$ cat src/rtl/xfer_fifo_pkg.sv
// Shared constants for the block transfer FIFO: register addresses,
// status bit positions and the fixed field layout of the buffer register.
package xfer_fifo_pkg;

    localparam int BYTE_W = 8;
    localparam int LVL_W  = 5;

    typedef enum logic [2:0] {
        ADDR_DATA   = 3'd0,
        ADDR_BLKLEN = 3'd1,
        ADDR_BLKCNT = 3'd2,
        ADDR_BUFCFG = 3'd3,
        ADDR_STATUS = 3'd4,
        ADDR_MASK   = 3'd5
    } reg_addr_e;

    localparam int ST_DONE_BIT = 3;
    localparam int ST_AF_BIT   = 10;
    localparam int ST_AE_BIT   = 11;

    localparam int CFG_RXEN_BIT = 15;
    localparam int CFG_AF_LSB   = 8;
    localparam int CFG_TXEN_BIT = 7;
    localparam int CFG_AE_LSB   = 0;

    typedef struct packed {
        logic             rx_en;
        logic [LVL_W-1:0] af_lvl;
        logic             tx_en;
        logic [LVL_W-1:0] ae_lvl;
    } buf_cfg_t;

endpackage

$ cat src/rtl/xfer_fifo_mem.sv
// Circular halfword FIFO with fill count.
// Assumes DEPTH is a power of two. A push when full and a pop when empty are
// both dropped. Flush empties the FIFO and leaves the entry contents alone.
module xfer_fifo_mem #(
    parameter int DEPTH = 32,
    parameter int WIDTH = 16
) (
    input  logic                       clk,
    input  logic                       rst_n,
    input  logic                       flush,
    input  logic                       push,
    input  logic [WIDTH-1:0]           push_data,
    input  logic                       pop,
    output logic [WIDTH-1:0]           head,
    output logic [$clog2(DEPTH):0]     fill,
    output logic                       full,
    output logic                       empty
);
    localparam int PTR_W = $clog2(DEPTH);
    localparam int CNT_W = PTR_W + 1;

    logic [PTR_W-1:0] wr_ptr;
    logic [PTR_W-1:0] rd_ptr;
    logic [WIDTH-1:0] entry [DEPTH];
    logic             do_push;
    logic             do_pop;

    assign full    = (fill == CNT_W'(DEPTH));
    assign empty   = (fill == '0);
    assign do_push = push && !full && !flush;
    assign do_pop  = pop && !empty && !flush;
    assign head    = entry[rd_ptr];

    // One storage register per entry, written when the write pointer selects it.
    for (genvar g = 0; g < DEPTH; g++) begin : g_entry
        always_ff @(posedge clk) begin
            if (!rst_n) begin
                entry[g] <= '0;
            end else if (do_push && (wr_ptr == PTR_W'(g))) begin
                entry[g] <= push_data;
            end
        end
    end

    // Pointer and fill count bookkeeping.
    always_ff @(posedge clk) begin
        if (!rst_n || flush) begin
            wr_ptr <= '0;
            rd_ptr <= '0;
            fill   <= '0;
        end else begin
            if (do_push) wr_ptr <= wr_ptr + 1'b1;
            if (do_pop)  rd_ptr <= rd_ptr + 1'b1;
            case ({do_push, do_pop})
                2'b10:   fill <= fill + 1'b1;
                2'b01:   fill <= fill - 1'b1;
                default: fill <= fill;
            endcase
        end
    end

endmodule

$ cat src/rtl/xfer_blk_counter.sv
// Byte-per-block and block-per-transfer down counters.
// Both fields are stored as the written value plus one. Loading the block
// count reloads both counters. A step on the last byte of a block reloads
// the byte counter. A step on the last byte of the transfer also reloads
// the block counter.
module xfer_blk_counter #(
    parameter int LEN_W = 11
) (
    input  logic             clk,
    input  logic             rst_n,
    input  logic             len_load,
    input  logic             cnt_load,
    input  logic [LEN_W-1:0] field,
    input  logic             step,
    output logic             byte_last,
    output logic             xfer_last,
    output logic [LEN_W:0]   bytes_left,
    output logic [LEN_W:0]   blocks_left
);
    localparam int CW = LEN_W + 1;

    logic [CW-1:0] blk_len;
    logic [CW-1:0] blk_num;
    logic [CW-1:0] field_p1;

    assign field_p1  = {1'b0, field} + CW'(1);
    assign byte_last = (bytes_left == CW'(1));
    assign xfer_last = byte_last && (blocks_left == CW'(1));

    // Programmed length and count; register writes win over steps.
    always_ff @(posedge clk) begin
        if (!rst_n) begin
            blk_len     <= CW'(1);
            blk_num     <= CW'(1);
            bytes_left  <= CW'(1);
            blocks_left <= CW'(1);
        end else if (len_load) begin
            blk_len    <= field_p1;
            bytes_left <= field_p1;
        end else if (cnt_load) begin
            blk_num     <= field_p1;
            blocks_left <= field_p1;
            bytes_left  <= blk_len;
        end else if (step) begin
            if (byte_last) begin
                bytes_left  <= blk_len;
                blocks_left <= (blocks_left == CW'(1)) ? blk_num : blocks_left - 1'b1;
            end else begin
                bytes_left <= bytes_left - 1'b1;
            end
        end
    end

endmodule

$ cat src/rtl/xfer_level_mon.sv
// Fill-level comparator. In the read direction a count above the
// almost-full level is a crossing; in the write direction a count below
// the almost-empty level is one. A crossing goes to the DMA request when
// DMA is enabled for that direction and to a level flag otherwise.
// No crossing is reported while idle with an empty FIFO.
module xfer_level_mon #(
    parameter int CNT_W = 6
) (
    input  xfer_fifo_pkg::buf_cfg_t cfg,
    input  logic [CNT_W-1:0]        fill,
    input  logic                    active,
    input  logic                    dir_rd,
    output logic                    rx_req,
    output logic                    tx_req,
    output logic                    af_flag,
    output logic                    ae_flag
);
    logic quiet;
    logic over;
    logic under;

    // Crossing decode and routing to request or flag.
    always_comb begin
        quiet   = !active && (fill == '0);
        over    = dir_rd && !quiet && (fill > CNT_W'(cfg.af_lvl));
        under   = !dir_rd && !quiet && (fill < CNT_W'(cfg.ae_lvl));
        rx_req  = over && cfg.rx_en;
        af_flag = over && !cfg.rx_en;
        tx_req  = under && cfg.tx_en;
        ae_flag = under && !cfg.tx_en;
    end

endmodule

$ cat src/rtl/xfer_block_fifo.sv
// Block transfer FIFO top. Decodes host register accesses, packs card bytes
// into halfwords (read) or unpacks them (write), drives the block counters
// and reports level crossings, completion and the masked interrupt.
// Assumes the host does not write data during an active read transfer and
// does not read data during an active write transfer: those accesses are ignored.
module xfer_block_fifo #(
    parameter int DEPTH  = 32,
    parameter int LEN_W  = 11,
    parameter int MASK_W = 15
) (
    input  logic        clk,
    input  logic        rst_n,
    input  logic        host_wr,
    input  logic        host_rd,
    input  logic [2:0]  host_addr,
    input  logic [15:0] host_wdata,
    output logic [15:0] host_rdata,
    input  logic        xfer_start,
    input  logic        xfer_dir,
    input  logic        card_rx_valid,
    input  logic [7:0]  card_rx_data,
    output logic        card_rx_ready,
    output logic        card_tx_valid,
    output logic [7:0]  card_tx_data,
    input  logic        card_tx_ready,
    output logic        dma_rx_req,
    output logic        dma_tx_req,
    output logic        irq
);
    import xfer_fifo_pkg::*;

    localparam int ENTRY_W = 2 * BYTE_W;
    localparam int CNT_W   = $clog2(DEPTH) + 1;

    buf_cfg_t            cfg;
    logic [MASK_W-1:0]   int_mask;
    logic                active;
    logic                dir_rd;
    logic                have_lo;
    logic [BYTE_W-1:0]   lo_byte;
    logic                tx_half;
    logic                st_done;
    logic                st_af;
    logic                st_ae;
    logic [15:0]         status_vec;

    logic                in_rd;
    logic                in_wr;
    logic                rx_fire;
    logic                tx_fire;
    logic                byte_step;
    logic                wr_data;
    logic                rd_data;
    logic                push_en;
    logic                pop_en;
    logic [ENTRY_W-1:0]  push_word;
    logic [ENTRY_W-1:0]  head;
    logic [CNT_W-1:0]    fill_cnt;
    logic                fifo_full;
    logic                fifo_empty;
    logic                byte_last;
    logic                xfer_last;
    logic [LEN_W:0]      bytes_left;
    logic [LEN_W:0]      blocks_left;
    logic                af_flag;
    logic                ae_flag;

    // Transfer phase and host strobe decode.
    always_comb begin
        in_rd     = active && dir_rd;
        in_wr     = active && !dir_rd;
        wr_data   = host_wr && (host_addr == ADDR_DATA);
        rd_data   = host_rd && (host_addr == ADDR_DATA);
        card_rx_ready = in_rd && (fill_cnt <= CNT_W'(cfg.af_lvl));
        card_tx_valid = in_wr && !fifo_empty;
        card_tx_data  = tx_half ? head[ENTRY_W-1:BYTE_W] : head[BYTE_W-1:0];
        rx_fire   = card_rx_valid && card_rx_ready;
        tx_fire   = card_tx_valid && card_tx_ready;
        byte_step = rx_fire || tx_fire;
    end

    // FIFO push/pop source selection: card side while a transfer owns that end.
    always_comb begin
        if (in_rd) begin
            push_en   = rx_fire && (have_lo || byte_last);
            push_word = have_lo ? {card_rx_data, lo_byte} : {{BYTE_W{1'b0}}, card_rx_data};
        end else begin
            push_en   = wr_data;
            push_word = host_wdata;
        end
        pop_en = in_wr ? (tx_fire && (tx_half || byte_last)) : rd_data;
    end

    xfer_fifo_mem #(
        .DEPTH (DEPTH),
        .WIDTH (ENTRY_W)
    ) u_fifo (
        .clk       (clk),
        .rst_n     (rst_n),
        .flush     (xfer_start),
        .push      (push_en),
        .push_data (push_word),
        .pop       (pop_en),
        .head      (head),
        .fill      (fill_cnt),
        .full      (fifo_full),
        .empty     (fifo_empty)
    );

    xfer_blk_counter #(
        .LEN_W (LEN_W)
    ) u_cnt (
        .clk         (clk),
        .rst_n       (rst_n),
        .len_load    (host_wr && (host_addr == ADDR_BLKLEN)),
        .cnt_load    (host_wr && (host_addr == ADDR_BLKCNT)),
        .field       (host_wdata[LEN_W-1:0]),
        .step        (byte_step),
        .byte_last   (byte_last),
        .xfer_last   (xfer_last),
        .bytes_left  (bytes_left),
        .blocks_left (blocks_left)
    );

    xfer_level_mon #(
        .CNT_W (CNT_W)
    ) u_lvl (
        .cfg     (cfg),
        .fill    (fill_cnt),
        .active  (active),
        .dir_rd  (dir_rd),
        .rx_req  (dma_rx_req),
        .tx_req  (dma_tx_req),
        .af_flag (af_flag),
        .ae_flag (ae_flag)
    );

    // Transfer activity, direction and byte packing state.
    always_ff @(posedge clk) begin
        if (!rst_n) begin
            active  <= 1'b0;
            dir_rd  <= 1'b0;
            have_lo <= 1'b0;
            lo_byte <= '0;
            tx_half <= 1'b0;
        end else if (xfer_start) begin
            active  <= 1'b1;
            dir_rd  <= xfer_dir;
            have_lo <= 1'b0;
            tx_half <= 1'b0;
        end else begin
            if (byte_step && xfer_last) active <= 1'b0;
            if (rx_fire) begin
                have_lo <= !have_lo && !byte_last;
                lo_byte <= card_rx_data;
            end
            if (tx_fire) tx_half <= !tx_half && !byte_last;
        end
    end

    // Configuration and mask registers.
    always_ff @(posedge clk) begin
        if (!rst_n) begin
            cfg      <= '{rx_en: 1'b0, af_lvl: '1, tx_en: 1'b0, ae_lvl: '0};
            int_mask <= '0;
        end else if (host_wr) begin
            if (host_addr == ADDR_BUFCFG) begin
                cfg.rx_en  <= host_wdata[CFG_RXEN_BIT];
                cfg.af_lvl <= host_wdata[CFG_AF_LSB +: LVL_W];
                cfg.tx_en  <= host_wdata[CFG_TXEN_BIT];
                cfg.ae_lvl <= host_wdata[CFG_AE_LSB +: LVL_W];
            end
            if (host_addr == ADDR_MASK) int_mask <= host_wdata[MASK_W-1:0];
        end
    end

    // Status bits: done is set on completion and cleared by writing one; level bits track.
    always_ff @(posedge clk) begin
        if (!rst_n) begin
            st_done <= 1'b0;
            st_af   <= 1'b0;
            st_ae   <= 1'b0;
        end else begin
            st_af <= af_flag;
            st_ae <= ae_flag;
            if (byte_step && xfer_last)
                st_done <= 1'b1;
            else if (host_wr && (host_addr == ADDR_STATUS) && host_wdata[ST_DONE_BIT])
                st_done <= 1'b0;
        end
    end

    // Status word assembly and masked interrupt.
    always_comb begin
        status_vec              = '0;
        status_vec[ST_DONE_BIT] = st_done;
        status_vec[ST_AF_BIT]   = st_af;
        status_vec[ST_AE_BIT]   = st_ae;
        irq = |(status_vec[MASK_W-1:0] & int_mask);
    end

    // Host read data mux.
    always_comb begin
        case (host_addr)
            ADDR_DATA:   host_rdata = head;
            ADDR_BLKLEN: host_rdata = 16'(bytes_left);
            ADDR_BLKCNT: host_rdata = 16'(blocks_left);
            ADDR_BUFCFG: host_rdata = {cfg.rx_en, 2'b00, cfg.af_lvl, cfg.tx_en, 2'b00, cfg.ae_lvl};
            ADDR_STATUS: host_rdata = status_vec;
            ADDR_MASK:   host_rdata = 16'(int_mask);
            default:     host_rdata = '0;
        endcase
    end

endmodule

$ cat config.mk
export PLATFORM = sky130hd
export DESIGN_NAME = xfer_block_fifo
export DESIGN_NICKNAME = d
export VERILOG_FILES = /design/src/rtl/xfer_fifo_pkg.sv /design/src/rtl/xfer_fifo_mem.sv /design/src/rtl/xfer_blk_counter.sv /design/src/rtl/xfer_level_mon.sv /design/src/rtl/xfer_block_fifo.sv
export SDC_FILE = /design/constraint.sdc
export NUM_CORES = 1
export LEC_CHECK = 0
export ABC_AREA = 1
export CORE_MARGIN = 5
export CORE_UTILIZATION = 37
export CTS_BUF_LIST = sky130_fd_sc_hd__clkbuf_16
export DETAILED_ROUTE_END_ITERATION = 8
export DONT_BUFFER_PORTS = 1
export GPL_TIMING_DRIVEN = 0
export PLACE_DENSITY = 0.6
export SYNTH_ARGS = -nofsm -noshare
export SYNTH_HDL_FRONTEND = slang
export SYNTH_SLANG_ARGS = --single-unit
$ cat constraint.sdc
create_clock -name clk -period 4.2 [get_ports clk]
set_input_delay 0.42 -clock clk [delete_from_list [all_inputs] [get_ports clk]]
set_output_delay 0.42 -clock clk [all_outputs]
set_load 0.03 [all_outputs]
== After elaboration in Yosys (flattened, before gate mapping) ==
Memory sizes are Yosys's and may differ from the RTL's. A register that Yosys moved wholly into a read port is not among the register bits.
Cells that the tools add are included.

* Flip-flop bits (word level): 106
* Input port bits: 35
* Bits in writable memories: 512
* Output and inout bits: 29
* Memories kept: 1

{| class="wikitable"
|+ Memory list
! name !! words !! bits a word !! read ports !! clocked after memory_dff !! write ports !! RTL line !! RTL
|-
| u_fifo.entry || 32 || 16 || 1 || 1 || 32 || xfer_fifo_mem.sv:24 || <nowiki>logic [WIDTH-1:0] entry [DEPTH];</nowiki>
|}

* $lt $le $gt $ge: 3
* Reductions and logical operators: 95
* $add $sub $neg: 7
* Bitwise logic cells: 36
* Muxes and demuxes: 150
* Equal/unequal tests: 41

{| class="wikitable"
|+ Operators with widths
! kind !! count
|-
| 2-to-1 mux 16 bit || 34
|-
| 2-to-1 mux 1 bit || 103
|-
| 2-to-1 mux 12 bit || 8
|-
| one-hot mux 16 bit (6 select lines) || 1
|-
| equality test 5 bit, second input constant || 16
|-
| logical AND 1 bit || 63
|-
| equality test 5 x 4 -> 1 bit, second input constant || 8
|-
| bitwise OR 1 bit || 32
|-
| equality test 12 x 1 -> 1 bit, second input constant || 2
|-
| subtractor 12 x 1 -> 12 bit, second input constant || 2
|-
| equality test 5 x 3 -> 1 bit, second input constant || 4
|-
| AND 12 x 15 -> 15 bit || 1
|-
| OR reduction 15 bit || 1
|-
| adder 11 x 1 -> 12 bit, second input constant || 1
|-
| logical NOT 1 bit || 12
|-
| one-hot mux 6 bit (2 select lines) || 1
|-
| adder 5 x 1 -> 5 bit, second input constant || 2
|-
| equality test 5 x 2 -> 1 bit, second input constant || 2
|-
| 2-to-1 mux 5 bit || 2
|-
| nonzero test 2 bit || 5
|-
| 2-to-1 mux 8 bit || 1
|-
| AND reduction 2 bit || 4
|-
| adder 6 x 1 -> 6 bit, second input constant || 1
|-
| equality test 3 x 2 -> 1 bit, second input constant || 2
|-
| 18 further kinds || 24
|}

== Depth between registers and ports, before layout ==
Gate-level depths: netlist (run 1).

* Word-level depth: 12
* Mapped depth: 22
* Gate-level depth less buffers: 21

== By module ==
A second synthesis (run 1) with hierarchy kept.

* Cell total of the unflattened synthesis: 3561
* Area total of the unflattened synthesis: 31348.8 µm²

{| class="wikitable"
|+ By module, submodules not included
! module !! area each (µm²) !! seq. area each (µm²) !! cells an instance !! instances
|-
| xfer_fifo_mem || 25388.1 || 15795.1 || 2608 || 1
|-
| xfer_blk_counter || 3024.2 || 960.9 || 490 || 1
|-
| xfer_block_fifo || 2580.0 || 840.8 || 394 || 1
|-
| xfer_level_mon || 356.6 || 0.0 || 69 || 1
|}

== Worst setup path before layout (run 1) ==
No wires, ideal clock.

* Path type: register to register
* From: register u_fifo.fill[4]
* To: memory u_fifo.entry[16][0], enable pin
* Stages on the path, launching flop included: 13
* Required time: 3.789 ns
* Arrival time: 3.025 ns
* Setup slack: 0.764 ns
* Setup time: 0.411 ns
* Path buffers: 1
* Cell sequence: dfxtp_1 ha_1 nand2_1 nor2_1 nand3_1 nand2_2 nand4_2 nand2_2 nand3_4 inv_2 nand2_1 clkbuf_1 o21ai_0

{| class="wikitable"
|+ RTL lines
! what !! RTL line !! RTL
|-
| start, declared || xfer_fifo_mem.sv:15 || <nowiki>output logic [$clog2(DEPTH):0] fill,</nowiki>
|-
| start signal, assigned || xfer_fifo_mem.sv:55 || <nowiki>2'b10: fill <= fill + 1'b1;</nowiki>
|-
| start signal, assigned || xfer_fifo_mem.sv:56 || <nowiki>2'b01: fill <= fill - 1'b1;</nowiki>
|-
| start signal, assigned || xfer_fifo_mem.sv:57 || <nowiki>default: fill <= fill;</nowiki>
|-
| end, declared || xfer_fifo_mem.sv:24 ||
|}

==> impl_metrics.toml, run 1 <==
[outcome]
outcome = "complete, but fails checks"
violations = "negative setup slack"

[floorplan]
die_area_um2 = 85760
die_width_um = 292.8
core-area_um2 = 79130
pin_count = 64
rows = 103
die_y_um = 292.8
initial_core_util_pct = 37.41

[worst_hold_path]
hold_path.class = "input pin to register"

[pwr]
internal_power_mw = 10.64
p_sw_mw = 3.761
power_frac_seq_pct = 48.3
ir_drop_uv = 332.9
power_leakage_nw = 12.62
p_per_area_nw_per_um2 = 421.4
comb_power_share_pct = 9.1
clockPowerShare_pct = 42.6
switching_share_pct = 26.12

[worst_setup_path]
path_class = "register to output port"
end_kind = "output port"
crit_path_max_fanout = 10
critPathArrivalTime_ns = 3.82
worstPathRequired_ns = 3.78
start_kind = "register"

[clocking]
cts_tree = "yes"
clockBufferDepth = 3
clkTransAtPathRegs_ns = 0.06
cts_root_buf = "clkbuf_16"
cts.sinks = 623
clkLatencyLatePin_ns = 0.64
htree_levels = 3
cts_buffers = 70

[placed_design]
portBuffers = 0
place_hpwl_um = 84470
dpl_worst_slack_ns = 0.03778
place.gp.congestion = 1.030

[global_route]
antenna_found_initial = 1
grt_usage_pct = 26.65
grt_pass1_vias = 23513
grt_overflow = 0
grt_first_pass_wirelength_um = 167100
grt_max_degree = 17

[timing]
worst_slack_ns = -0.03643
setup_violations = 5
rsz0062_at_grt = "false"
worstMarginPinSlew_ns = 1.353
fmax_ghz = 0.2360
final.period_utilization_pct = 100.9
finalCriticalPeriod_ns = 4.236
drv_slew = 0
slew_headroom_pct = 9.360
hold_ws_ns = 0.04988
finalHoldViolations = 0
clock_skew_ns = 0.03453

[routing]
drc = 0
firstDrtPassIters = 6
drtAntennaViolNets = 0
drt_iter0_markers = 3584
dr_total_vias = 25281
viasPerCell = 5.866
drt-total-wl_um = 117900
wl_per_cell_um = 27.36

[yosys]
synth_top_area_share_pct = 51.94
synth_nets = 3133
synth_cell_types = 47
ys_warn_count = 0
synth-edff-count = 512
ys.flop_type = "edfxtp_1"
ys_seq_area_share_pct = 59.45
avgSynthCellArea_um2 = 9.629
yosysTopAreaCell = "edfxtp_1"
ys_seq_elements = 623
synthCells = 3074
ys_top_cells_by_area = "edfxtp_1 52%, nor2_1 10%, dfxtp_1 7.5%"
syn-cell-area_um2 = 29600
synthArstFlopShare_pct = 0

[cells_and_area]
syn_to_final_growth_pct = 15.42
drive_gt1_share_pct = 12.03
final_nets = 3262

[job]
cap_violations = 0
## metal layers
layer,routed length (µm),GRT usage [%]
met3,16890,8.386
met4,6392,12.06
met5,0,0
met1,44860,36.30
met2,49760,39.07
## power groups by stage
stage          registers [mW]  clock network, mW  logic [mW]
6_report                 6.96               6.13        1.31
5_1_grt                  6.97               6.38        1.39
4_1_cts                  6.95               6.13        1.26
3_5_place_dp             7.08                  0        1.23
3_3_place_gp             7.10                  0        1.16
2_1_floorplan            7.06                  0       0.732
## cell families (layout without fill, tap and decap cells)
kind of cell             after synthesis  count (layout)  share of synthesized area (%)
AND/OR/NAND/NOR                     1313            1313                          19.38
AO/OA/AOI/OAI                        709             709                          13.75
flip-flops                           623             623                          59.45
buffers and inverters                373             557                          5.465
XOR/XNOR                              32              32                         0.9468
adder cells (fa/ha/maj)               24              24                          1.014
other                                  0               2                              0
## per-stage QoR
| step | power, mW | std cells | util (%) | TNS (ns) | instance area [µm²] |
|---|---|---|---|---|---|
| 6_report | 14.40 | 4310 | 43.18 | -0.07746 | 34170 |
| 5_1_grt | 14.73 | 4308 | 43.17 | 0 | 34160 |
| 4_1_cts | 14.35 | 4307 | 43.05 | 0 | 34060 |
| 3_5_place_dp | 8.312 | 4153 | 39.77 | 0 | 31470 |
| 3_3_place_gp | 8.262 | 4124 | 39.07 | -338.35 | 30910 |
| 2_1_floorplan | 7.794 | 3074 | - | 0 | 29600 |
## area by class of cell
class / count / area [µm²]
antenna: 2 / 5.005
buffer: 236 / 1179
clock buffer: 72 / 1802
clock inverter: 55 / 442.9
fill: 7750 / 44960
inverter: 137 / 514.2
multi-input combinational: 2078 / 10600
sequential: 623 / 17600
tap: 1050 / 1314
timing repair buffer: 57 / 716.9
## timing repair
| action | 4_1_cts | 5_1_grt |
|---|---|---|
| endpoints found under the hold margin | 34 | 0 |
| setup endpoints to repair | 24 | 24 |
| gates resized for setup | 38 | 62 |
| buffers inserted | 2 | 1 |
| hold buffers | 25 | 0 |
| pin swaps | 0 | 1 |
## flip-flops by register name (all words and copies together), names as in the netlist, named ones only
register / flops
u_fifo.rd_ptr: 5
lo_byte: 8
dir_rd: 1
u_cnt.blk_num: 12
active: 1
u_fifo.entry: 512
int_mask: 15
have_lo: 1
st_af: 1
u_cnt.bytes_left: 12
tx_half: 1
u_cnt.blk_len: 12
u_fifo.wr_ptr: 5
u_cnt.blocks_left: 12
cfg: 12
st_done: 1
u_fifo.fill: 6
st_ae: 1
## synthesized netlist by cell type (21+ instances only)
| library cell | number |
|---|---|
| edfxtp_1 | 512 |
| clkbuf_1 | 182 |
| nor2_1 | 800 |
| nand3_4 | 21 |
| ha_1 | 24 |
| o221ai_1 | 84 |
| o22ai_1 | 59 |
| nor2_2 | 82 |
| nand2_1 | 225 |
| o211ai_1 | 26 |
| o21ai_0 | 390 |
| nand3_1 | 145 |
| inv_1 | 126 |
| a21oi_1 | 118 |
| buf_2 | 22 |
| xor2_1 | 25 |
| dfxtp_1 | 111 |
## path summary, 6_finish.rpt
kind | start | to | slack (ns) | depth (start not counted)
worst max-delay path | register | host_rdata[4] | -0.04 | 10
worst min-delay path | card_rx_valid | have_lo | 0.05 | 3
worst max register to register | u_fifo.fill[3] | u_fifo.fill[4] | 0.36 | 22
worst min register to register | cfg[11] | st_af | 0.45 | 1
## layout by cell type (no fill, tap or decap), drive strengths merged, types with 5 or more instances in the layout
cell type    instances
bufinv               5
ha                  24
a221oi               8
dlygate4sd3         25
xor2                25
o221ai              84
nor2               884
o211ai              26
nand3              168
xnor2                7
edfxtp             512
nor3                14
a21oi              119
dfxtp              111
o21ai              398
buf                 80
inv                148
o22ai               59
nand4                9
nand2              228
clkinv              37
clkbuf             258
or2                  6
## worst max-delay path, cell delays in order (launching register included)
cell and delay [ns]:
dfxtp_2 0.45, buf_2 0.30, buf_2 0.28, clkbuf_4 0.29
clkbuf_4 0.31, nor2_1 0.08, o221ai_1 0.38, nand3_1 0.21
nand3_1 0.31, nand3_1 0.23, nand2_1 0.35
No activity file was read; power rests on OpenSTA's default activity.
==> inputs of run 2 (changes only) <==
SKIP_LAST_GASP = 1   (was unset)
==> run 2 against run 1 <==
Register-to-register slack is essentially flat. Clock power about the same. Largest power group unchanged. Critical endpoint unchanged. Setup slack about the same. Sequential share of layout area unchanged. Maximum frequency about the same. Routed wire length about the same. The flow still finishes with violations (negative setup slack). Clock skew barely moved. Hold slack barely moved. Cell count did not move. Sequential cell count stayed put. Critical path depth unchanged. Power about the same.
==> impl_metrics.toml, run 2 (same netlist as run 1, synthesis figures left out) <==
[cells_and_area]
layout_commonest_cell = "nor2_1"
final_nets = 3262
fillCellCount = 7750
final_util_pct = 43.18
reg_top3 = "u_fifo.entry (512), int_mask (15)"
drive_gt1_share_pct = 12.03
seq_area_um2 = 17600
multi_input_area_um2 = 10600
largest_reg_flops = 512
syn_to_final_growth_pct = 15.42
stdcell_area_um2 = 34170
largest_register = "u_fifo.entry"
final_cell_mix = "800 x nor2_1, 512 x edfxtp_1, 359 x o21ai_0"

[clocking]
clkLatencyLatePin_ns = 0.64
cts_buffers = 70
clockBufferDepth = 3
htree_levels = 3
clkTransAtPathRegs_ns = 0.06
cts_tree = "yes"
cts.sinks = 623
cts_root_buf = "clkbuf_16"

[routing]
dr_total_vias = 25306
viasPerCell = 5.871
firstDrtPassIters = 6
wl_per_cell_um = 27.36
drt_iter0_markers = 3584
drc = 0
drt-total-wl_um = 117900
drtAntennaViolNets = 0

[worst_setup_path]
crit_path_max_fanout = 10
cp_top_family = "buffers and inverters"
crit_cells = 10
path_class = "register to output port"
r2r_setup_slack_ns = 0.36
cpMaxStageDelayCell = "dfxtp_2"
cpPeakStageDelay_ns = 0.45
worst_r2r_path_depth = 22
timing.rr.start = "u_fifo.fill[3]"
end_kind = "output port"
start_kind = "register"
cpMostUsedCell = "nand3_1"
crit_chain = "buf_2, buf_2, clkbuf_4, clkbuf_4, nor2_1, o221ai_1, nand3_1, nand3_1, nand3_1, nand2_1"
worstSetupEndpoint = "host_rdata[4]"
cp_num_buf_inv = 4
critPathArrivalTime_ns = 3.82
r2r-end = "u_fifo.fill[4]"
worstPathRequired_ns = 3.78

[placed_design]
place.gp.congestion = 1.030
dpl-instance-area_um2 = 31470
dpl_worst_slack_ns = 0.03778
place_hpwl_um = 84470
portBuffers = 0

[timing]
worst_slack_ns = -0.03628
hold_ws_ns = 0.04989
worstMarginPinSlew_ns = 1.353
slew_headroom_pct = 9.375
rsz0062_at_grt = "true"
fmax_ghz = 0.2361
finalHoldViolations = 0
final.period_utilization_pct = 100.9
finalCriticalPeriod_ns = 4.236
clock_skew_ns = 0.03454
setup_violations = 4
drv_slew = 0

[floorplan]
die_width_um = 292.8
pin_count = 64
initial_core_util_pct = 37.41
core-area_um2 = 79130
die_area_um2 = 85760
die_y_um = 292.8
rows = 103

[outcome]
outcome = "complete, but fails checks"
violations = "negative setup slack"

[pwr]
comb_power_share_pct = 9.1
switching_share_pct = 26.13
p_sw_mw = 3.763
ir_drop_uv = 332.9
internal_power_mw = 10.64
p_per_area_nw_per_um2 = 421.4
clockPowerShare_pct = 42.6
power_leakage_nw = 12.62
power_frac_seq_pct = 48.3

[global_route]
grt_pass1_vias = 23513
grt_first_pass_wirelength_um = 167100
gr-usage-met3_pct = 8.386
grt-busiest-layer = "met2"
grt_max_degree = 17
grt_overflow = 0
gr-usage-met2_pct = 39.07
grtUsageMet1_pct = 36.30
antenna_found_initial = 1
grt_usage_pct = 26.65

[worst_hold_path]
hold_path.class = "input pin to register"

[job]
cap_violations = 0
-- run 2: worst min-delay path by stage --
stage,start,to,cells past startpoint
4_1_cts,host_wdata[3],int_mask[3],2
5_1_grt,card_rx_valid,have_lo,3
3_3_place_gp,cfg[11],st_af,1
3_5_place_dp,cfg[11],st_af,1
2_1_floorplan,cfg[11],st_af,1
6_report,card_rx_valid,have_lo,3
-- run 2: area by class of cell --
type                            count  area share (%)
Sequential cell                   623           51.51
Clock inverter                     55           1.296
Buffer                            236           3.450
Tap cell                         1050           3.845
Inverter                          137           1.505
Timing Repair Buffer               57           2.098
Multi-Input combinational cell   2078           31.01
Antenna cell                        2         0.01465
Clock buffer                       72           5.273
-- run 2: routing by layer --
metal	part of all wire, %	vias to the layer above
met5	0	-
met4	5.4	0
met3	14	340
met2	42	1827
met1	38	12150
li1	-	10989
-- run 2: metrics by stage --
stage	power, mW	setup TNS (ns)	std cells
6_report	14.40	-0.07767	4310
5_1_grt	14.73	-0.02083	4308
4_1_cts	14.35	0	4307
3_5_place_dp	8.312	0	4153
3_3_place_gp	8.262	-338.35	4124
2_1_floorplan	7.794	0	3074
-- run 2: repair_timing --
action / 4_1_cts / 5_1_grt
buffers inserted: 2 / 1
endpoints found under the hold margin: 34 / 0
hold buffers: 25 / 0
pin swaps: 0 / 1
endpoints found under the setup margin: 24 / 24
gates resized for setup: 38 / 61
-- run 2: power by group through the flow --
stage               logic [mW]  clock network [mW]  registers [mW]
global placement          1.16                   0            7.10
detailed placement        1.23                   0            7.08
floorplan                0.732                   0            7.06
CTS                       1.26                6.13            6.95
finish                    1.31                6.13            6.96
global route              1.39                6.38            6.97
-- run 2: worst register-to-register path, delay by kind of cell (launching register included) --
family                     cells  cell delay (ns)
DFF                            1             0.51
and+or+nand+nor                7             0.74
xor gates and xnor gates       2             0.33
adders and majority gates      2             0.34
buffers and inverters          7             1.09
AOI/OAI and AO/OA              4             0.72
